<file path="config.mk">
export PLATFORM = sky130hd
export DESIGN_NAME = seg_xlate
export DESIGN_NICKNAME = d
export VERILOG_FILES = /design/src/rtl/seg_xlate_pkg.sv /design/src/rtl/seg_desc_cache.sv /design/src/rtl/seg_bound_chk.sv /design/src/rtl/seg_addr_gen.sv /design/src/rtl/seg_xlate.sv
export SDC_FILE = /design/constraint.sdc
export NUM_CORES = 1
export LEC_CHECK = 0
export ABC_AREA = 1
export CAP_MARGIN = 10
export CORE_ASPECT_RATIO = 1.75
export CORE_UTILIZATION = 36
export DETAILED_ROUTE_END_ITERATION = 12
export PLACE_DENSITY_LB_ADDON = 0.05
export SYNTH_ARGS = -nofsm -noshare
export SYNTH_HDL_FRONTEND = slang
export SYNTH_SLANG_ARGS = --single-unit
</file>
<file path="constraint.sdc">
create_clock -name clk -period 4.1 [get_ports clk]
set_input_delay 0.615 -clock clk [delete_from_list [all_inputs] [get_ports clk]]
set_output_delay 0.615 -clock clk [all_outputs]
set_load 0.02 [all_outputs]
</file>
<file path="src/rtl/seg_xlate_pkg.sv">
package seg_xlate_pkg;

  typedef enum logic [1:0] {
    FLT_NONE   = 2'd0,
    FLT_LIMIT  = 2'd1,
    FLT_ABSENT = 2'd2,
    FLT_BADSEL = 2'd3
  } flt_e;

  localparam int SEG_ES = 0;
  localparam int SEG_CS = 1;
  localparam int SEG_SS = 2;
  localparam int SEG_DS = 3;
  localparam int SEG_FS = 4;
  localparam int SEG_GS = 5;

endpackage

</file>
<file path="src/rtl/seg_desc_cache.sv">
module seg_desc_cache #(
  parameter int NSEG   = 6,
  parameter int BASE_W = 64,
  parameter int LIM_W  = 20,
  parameter int SEL_W  = 3
) (
  input  logic              clk,
  input  logic              rst_n,
  input  logic              wr_en,
  input  logic [SEL_W-1:0]  wr_sel,
  input  logic [BASE_W-1:0] wr_base,
  input  logic [LIM_W-1:0]  wr_limit,
  input  logic              wr_gran,
  input  logic              wr_present,
  input  logic [SEL_W-1:0]  rd_sel,
  output logic              rd_hit,
  output logic [BASE_W-1:0] rd_base,
  output logic [LIM_W-1:0]  rd_limit,
  output logic              rd_gran,
  output logic              rd_present
);

  logic [BASE_W-1:0] ent_base    [NSEG];
  logic [LIM_W-1:0]  ent_limit   [NSEG];
  logic              ent_gran    [NSEG];
  logic              ent_present [NSEG];

  for (genvar i = 0; i < NSEG; i++) begin : g_ent
    always_ff @(posedge clk) begin
      if (!rst_n) begin
        ent_base[i]    <= '0;
        ent_limit[i]   <= '0;
        ent_gran[i]    <= 1'b0;
        ent_present[i] <= 1'b0;
      end else if (wr_en && (wr_sel == SEL_W'(i))) begin
        ent_base[i]    <= wr_base;
        ent_limit[i]   <= wr_limit;
        ent_gran[i]    <= wr_gran;
        ent_present[i] <= wr_present;
      end
    end
  end

  always_comb begin
    rd_hit     = 1'b0;
    rd_base    = '0;
    rd_limit   = '0;
    rd_gran    = 1'b0;
    rd_present = 1'b0;
    for (int k = 0; k < NSEG; k++) begin
      if (rd_sel == SEL_W'(k)) begin
        rd_hit     = 1'b1;
        rd_base    = ent_base[k];
        rd_limit   = ent_limit[k];
        rd_gran    = ent_gran[k];
        rd_present = ent_present[k];
      end
    end
  end

  AST_LOAD_LANDS: assert property (@(posedge clk) disable iff (!rst_n)
    (wr_en && (int'(wr_sel) < NSEG)) |=>
      (ent_present[$past(wr_sel)] == $past(wr_present)) &&
      (ent_base[$past(wr_sel)] == $past(wr_base)));

endmodule

</file>
<file path="src/rtl/seg_bound_chk.sv">
module seg_bound_chk #(
  parameter int LEG_W   = 32,
  parameter int LIM_W   = 20,
  parameter int PAGE_SH = 12,
  parameter int SZ_W    = 2
) (
  input  logic [LEG_W-1:0] off,
  input  logic [SZ_W-1:0]  size,
  input  logic [LIM_W-1:0] limit,
  input  logic             gran,
  output logic             viol
);

  localparam int EFF_W = LEG_W + 1;

  logic [EFF_W-1:0] eff_lim;
  logic [EFF_W-1:0] span_m1;
  logic [EFF_W-1:0] last_byte;

  always_comb begin
    if (gran) eff_lim = EFF_W'({limit, {PAGE_SH{1'b1}}});
    else      eff_lim = EFF_W'(limit);
    span_m1   = (EFF_W'(1) << size) - EFF_W'(1);
    last_byte = {1'b0, off} + span_m1;
    viol      = last_byte > eff_lim;
  end

  always_comb begin
    if (gran && (off < LEG_W'(1 << PAGE_SH)) && (size == '0))
      AST_PAGE_COVER: assert (!viol);
  end

endmodule

</file>
<file path="src/rtl/seg_addr_gen.sv">
module seg_addr_gen #(
  parameter int AW    = 64,
  parameter int LEG_W = 32
) (
  input  logic [AW-1:0] base,
  input  logic [AW-1:0] off,
  input  logic          long_mode,
  input  logic          keep_base,
  output logic [AW-1:0] lin
);

  logic [LEG_W-1:0] leg_sum;

  always_comb begin
    leg_sum = base[LEG_W-1:0] + off[LEG_W-1:0];
    if (!long_mode)     lin = AW'(leg_sum);
    else if (keep_base) lin = base + off;
    else                lin = off;
  end

endmodule

</file>
<file path="src/rtl/seg_xlate.sv">
module seg_xlate
  import seg_xlate_pkg::*;
#(
  parameter int AW      = 64,
  parameter int LEG_W   = 32,
  parameter int LIM_W   = 20,
  parameter int PAGE_SH = 12,
  parameter int NSEG    = 6,
  parameter int SZ_W    = 2
) (
  input  logic          clk,
  input  logic          rst_n,
  input  logic          dl_en,
  input  logic [2:0]    dl_sel,
  input  logic [AW-1:0] dl_base,
  input  logic [LIM_W-1:0] dl_limit,
  input  logic          dl_gran,
  input  logic          dl_present,
  input  logic          rq_valid,
  output logic          rq_ready,
  input  logic [2:0]    rq_sel,
  input  logic [AW-1:0] rq_off,
  input  logic          rq_long,
  input  logic [SZ_W-1:0] rq_size,
  output logic          rs_valid,
  input  logic          rs_ready,
  output logic [AW-1:0] rs_lin,
  output logic          rs_addr_ok,
  output logic          rs_fault,
  output logic [1:0]    rs_code
);

  localparam int SEL_W = 3;

  logic          c_hit;
  logic [AW-1:0] c_base;
  logic [LIM_W-1:0] c_limit;
  logic          c_gran;
  logic          c_present;
  logic          lim_viol;
  logic [AW-1:0] lin_raw;
  logic          sel_fsgs;
  logic          need_present;
  flt_e          nxt_code;
  logic          take;
  logic          r_long;

  seg_desc_cache #(
    .NSEG(NSEG), .BASE_W(AW), .LIM_W(LIM_W), .SEL_W(SEL_W)
  ) u_cache (
    .clk(clk), .rst_n(rst_n),
    .wr_en(dl_en), .wr_sel(dl_sel), .wr_base(dl_base),
    .wr_limit(dl_limit), .wr_gran(dl_gran), .wr_present(dl_present),
    .rd_sel(rq_sel), .rd_hit(c_hit), .rd_base(c_base),
    .rd_limit(c_limit), .rd_gran(c_gran), .rd_present(c_present)
  );

  seg_bound_chk #(
    .LEG_W(LEG_W), .LIM_W(LIM_W), .PAGE_SH(PAGE_SH), .SZ_W(SZ_W)
  ) u_bound (
    .off(rq_off[LEG_W-1:0]), .size(rq_size),
    .limit(c_limit), .gran(c_gran), .viol(lim_viol)
  );

  assign sel_fsgs = (rq_sel == SEL_W'(SEG_FS)) || (rq_sel == SEL_W'(SEG_GS));

  seg_addr_gen #(
    .AW(AW), .LEG_W(LEG_W)
  ) u_addr (
    .base(c_base), .off(rq_off), .long_mode(rq_long),
    .keep_base(sel_fsgs), .lin(lin_raw)
  );

  always_comb begin
    need_present = !rq_long || sel_fsgs;
    if (!c_hit)                          nxt_code = FLT_BADSEL;
    else if (need_present && !c_present) nxt_code = FLT_ABSENT;
    else if (!rq_long && lim_viol)       nxt_code = FLT_LIMIT;
    else                                 nxt_code = FLT_NONE;
  end

  assign rq_ready = !rs_valid || rs_ready;
  assign take     = rq_valid && rq_ready;

  always_ff @(posedge clk) begin
    if (!rst_n) begin
      rs_valid   <= 1'b0;
      rs_lin     <= '0;
      rs_addr_ok <= 1'b0;
      rs_fault   <= 1'b0;
      rs_code    <= FLT_NONE;
      r_long     <= 1'b0;
    end else if (take) begin
      rs_valid   <= 1'b1;
      rs_lin     <= (nxt_code == FLT_NONE) ? lin_raw : '0;
      rs_addr_ok <= (nxt_code == FLT_NONE);
      rs_fault   <= (nxt_code != FLT_NONE);
      rs_code    <= nxt_code;
      r_long     <= rq_long;
    end else if (rs_ready) begin
      rs_valid   <= 1'b0;
    end
  end

  AST_STALL_HOLD: assert property (@(posedge clk) disable iff (!rst_n)
    (rs_valid && !rs_ready) |=>
      (rs_valid && $stable(rs_lin) && $stable(rs_code) && $stable(rs_addr_ok)));

  AST_ONE_CYCLE: assert property (@(posedge clk) disable iff (!rst_n)
    (rq_valid && rq_ready) |=> rs_valid);

  AST_FAULT_QUIET: assert property (@(posedge clk) disable iff (!rst_n)
    (rs_valid && rs_fault) |-> (!rs_addr_ok && (rs_lin == '0)));

  AST_LEGACY_UPPER: assert property (@(posedge clk) disable iff (!rst_n)
    (rs_valid && !r_long) |-> (rs_lin[AW-1:LEG_W] == '0));

  AST_LONG_NO_LIMIT: assert property (@(posedge clk) disable iff (!rst_n)
    (rs_valid && r_long) |-> (rs_code != FLT_LIMIT));

endmodule

</file>
==> results.yml, run 1 <==
sta:
  report.final.slew_viol_count: 0
  relSlewSlack_pct: 31.8
  fin_ws_ps: -39.6
  tns_ps: -384
  finalCritPeriodShare_pct: 101
  hold_viol_final: 0
  period_minus_slack_ps: 4140
  skew_ps: 33.5
  finalSetupViolCount: 21
  worstMarginPinSlew_ps: 1020
  max_freq_mhz: 242
  rsz0062_at_grt: "yes"
cells_and_area:
  design_area_mm2: 0.0435
  final_util_pct: 49.4
  num-nets-final: 4753
  layout_common_cells: "nor2_1 (705), nand2_1 (692), buf_4 (596)"
  drive_gt1_share_pct: 21.7
  syn2layout_area_growth_pct: 35.9
  final_common_cell: "nor2_1"
die:
  die_h_um: 396
  floorplan.initialDensity_pct: 36.3
  dieWidth_um: 227
  die_area_mm2: 0.0902
  io_pins: 234
  core_area_mm2: 0.0881
  row_count: 144
worst_setup_path:
  cp-start-kind: "input pin"
  cp_common_cell: "nand2_1"
  crit_path_start: "rq_off[2]"
  end_kind: "flop"
  r2r-end: "rs_lin[15]"
  crit_end: "rs_lin[15]"
  cpMaxStageDelayCell: "fa_2"
  required_ps: 4640
  critical-path-max-stage-delay_ps: 390
  worstSetupPathType: "in2reg"
  worstPathMaxFanout: 8
  arrival_ps: 4680
  r2r_start: "u_cache.ent_gran[1][0]"
  ff2ff_setup_slack_ps: 510
  ff2ff_path_depth: 31
yosys:
  syn_nets: 3974
  ys_ff_latch: 585
  synth_ff_type: "edfxtp_1"
  async_reset_ff_share_pct: 0
  synth_edf_count: 514
  seq_area_frac_synth_pct: 52.7
  synth_cell_types: 55
  ys_warn_count: 0
  synthesis.area_mm2: 0.0320
  syn_inst: 3678
  avgSynthCellArea_um2: 8.70
power:
  peakVddDrop_mv: 0.321
  p_leak_nw: 17.9
  power.density_mw_per_mm2: 378
clocking:
  cts_buffers: 54
  cts_tree: "yes"
  clkSinkCount: 585
  root_buffer: "clkbuf_16"
  clk_pin_slew_worst_paths_ps: 60
  cts_buffer_depth: 3
  worstSkewPairLatency_ps: 640
  cts.htree.levels: 2
placed_design:
  port_buffers: 233
  place_congestion: 0.986
  dp_hpwl_um: 89800
  post_dp_cell_area_mm2: 0.0406
grt:
  grt_first_pass_wirelength_um: 185000
  antenna_found_initial: 1
  grt_max_degree: 87
  gr-total-overflow: 0
  grt_usage_pct: 27.8
  grt_pass1_vias: 29210
worst_hold_path:
  min_from: "rs_lin[34]"
  hold_class: "reg2reg"
  hold_depth: 2
routing:
  route.detailed.drc: 0
  vias: 29203
  wirelength_um: 126000
  drtPass1Iterations: 8
  viasPerCell: 5.15
  wl_per_cell_um: 22.2
  drtIter0Drc: 2128
  antenna_left: 0
flow_run:
  drv_cap: 0
status:
  status: "finished with violations"
  violations: "negative setup slack"
-- where the power goes --
group | switching (mW) | leakage (nW) | internal, mW
clock network | 2.37 | 0.823 | 2.61
logic | 2.58 | 11.6 | 1.94
registers | 0.104 | 5.54 | 6.85
total | 5.05 | 17.9 | 11.4
-- logic make-up after synthesis --
kind of cell | share of synthesized area [%]
AO/OA/AOI/OAI | 11.9
buffers and inverters | 6.24
AND/OR/NAND/NOR | 22.7
flip-flops | 52.7
XOR/XNOR | 1.23
adder cells (fa/ha/maj) | 5.21
multiplexers | 0.0938
-- stage by stage --
stage	setup WS [ps]	hold slack, ps	std cells	power [mW]
after floorplan	-161	449	3678	9.02
after global placement	-1200	453	5546	11.3
after detailed placement	-1270	454	5546	11.3
after CTS	-58.9	465	5663	16.4
after global routing	-347	481	5669	17.1
final	-39.6	463	5670	16.4
-- cells in the mapped netlist, types with 4 or more instances --
| cell type | number | area, µm² |
|---|---|---|
| nor2_1 | 740 | 2780 |
| nand2_1 | 718 | 2700 |
| edfxtp_1 | 514 | 15400 |
| inv_1 | 346 | 1300 |
| a21oi_1 | 237 | 1190 |
| nand3_1 | 172 | 861 |
| o21ai_0 | 170 | 851 |
| ha_1 | 130 | 1630 |
| clkbuf_1 | 121 | 454 |
| nand4_1 | 73 | 457 |
| dfxtp_1 | 71 | 1420 |
| a32oi_1 | 64 | 561 |
| buf_1 | 34 | 128 |
| o22ai_1 | 28 | 175 |
| xor2_1 | 23 | 201 |
| a41oi_1 | 22 | 193 |
| xnor2_1 | 22 | 193 |
| nor3_1 | 17 | 85.1 |
| a221oi_1 | 16 | 140 |
| a32o_1 | 13 | 130 |
| or2_2 | 12 | 75.1 |
| a21oi_2 | 11 | 96.3 |
| nand3_2 | 11 | 110 |
| o211ai_1 | 11 | 82.6 |
| o21ai_1 | 11 | 55.1 |
| a21o_1 | 9 | 67.6 |
| a31oi_1 | 7 | 43.8 |
| inv_2 | 7 | 26.3 |
| nand3b_1 | 6 | 45.0 |
| o21bai_1 | 6 | 45.0 |
| buf_2 | 5 | 25.0 |
| o21a_1 | 5 | 37.5 |
| a211oi_1 | 4 | 30.0 |
| a22oi_1 | 4 | 30.0 |
| buf_4 | 4 | 30.0 |
-- cell type report --
class                   count  area (µm²)
multi-input cells        2574       14100
clock inverters            29         224
repair buffers            889        8000
clock buffers              71        1470
fillers                  8533       44600
diodes                      1        2.50
flip-flops and latches    585       16900
inverters                 353        1370
well taps                1168        1460
-- layer usage --
metal	track usage [%]	part of all wire [%]	vias up
met5	0	0	-
met4	10.8	4.2	0
met3	2.15	4.1	188
met2	49.3	50	823
met1	34.7	41	14057
li1	-	-	14135
-- critical path: cells and delay by family --
family,cells,cell delay [ps]
xor+xnor,1,160
buf+inv,7,720
simple gates,18,1260
fa+ha+maj,3,900
compound gates,7,970
-- registers in the layout (all words and copies together) (netlist names) --
name,count
rs_addr_ok,1
rs_code,2
rs_fault,1
rs_lin,64
rs_valid,1
u_cache.ent_base,384
u_cache.ent_gran,6
u_cache.ent_limit,120
u_cache.ent_present,6
-- worst min path at each step --
stage | endpoint | slack (ps)
2_1_floorplan | u_cache.ent_present[2][0] | 450
3_3_place_gp | rs_lin[56] | 450
3_5_place_dp | rs_lin[34] | 450
4_1_cts | rs_lin[34] | 460
5_1_grt | rs_lin[8] | 480
6_report | rs_lin[34] | 460
-- timing repair --
item | CTS | global route
endpoints found under the setup margin | 66 | 67
hold buffers | 0 | 0
buffers inserted | 13 | 6
resized for setup | 156 | 105
pin swaps | 35 | 45
cloned | 7 | 0
Power figures use the tool's default switching activity.
==> inputs of run 2 (changes only) <==
- CAP_MARGIN: 10 -> 20
==> results of run 2 <==
Same layout as run 1: the final DEF is identical, and so are final timing and power.
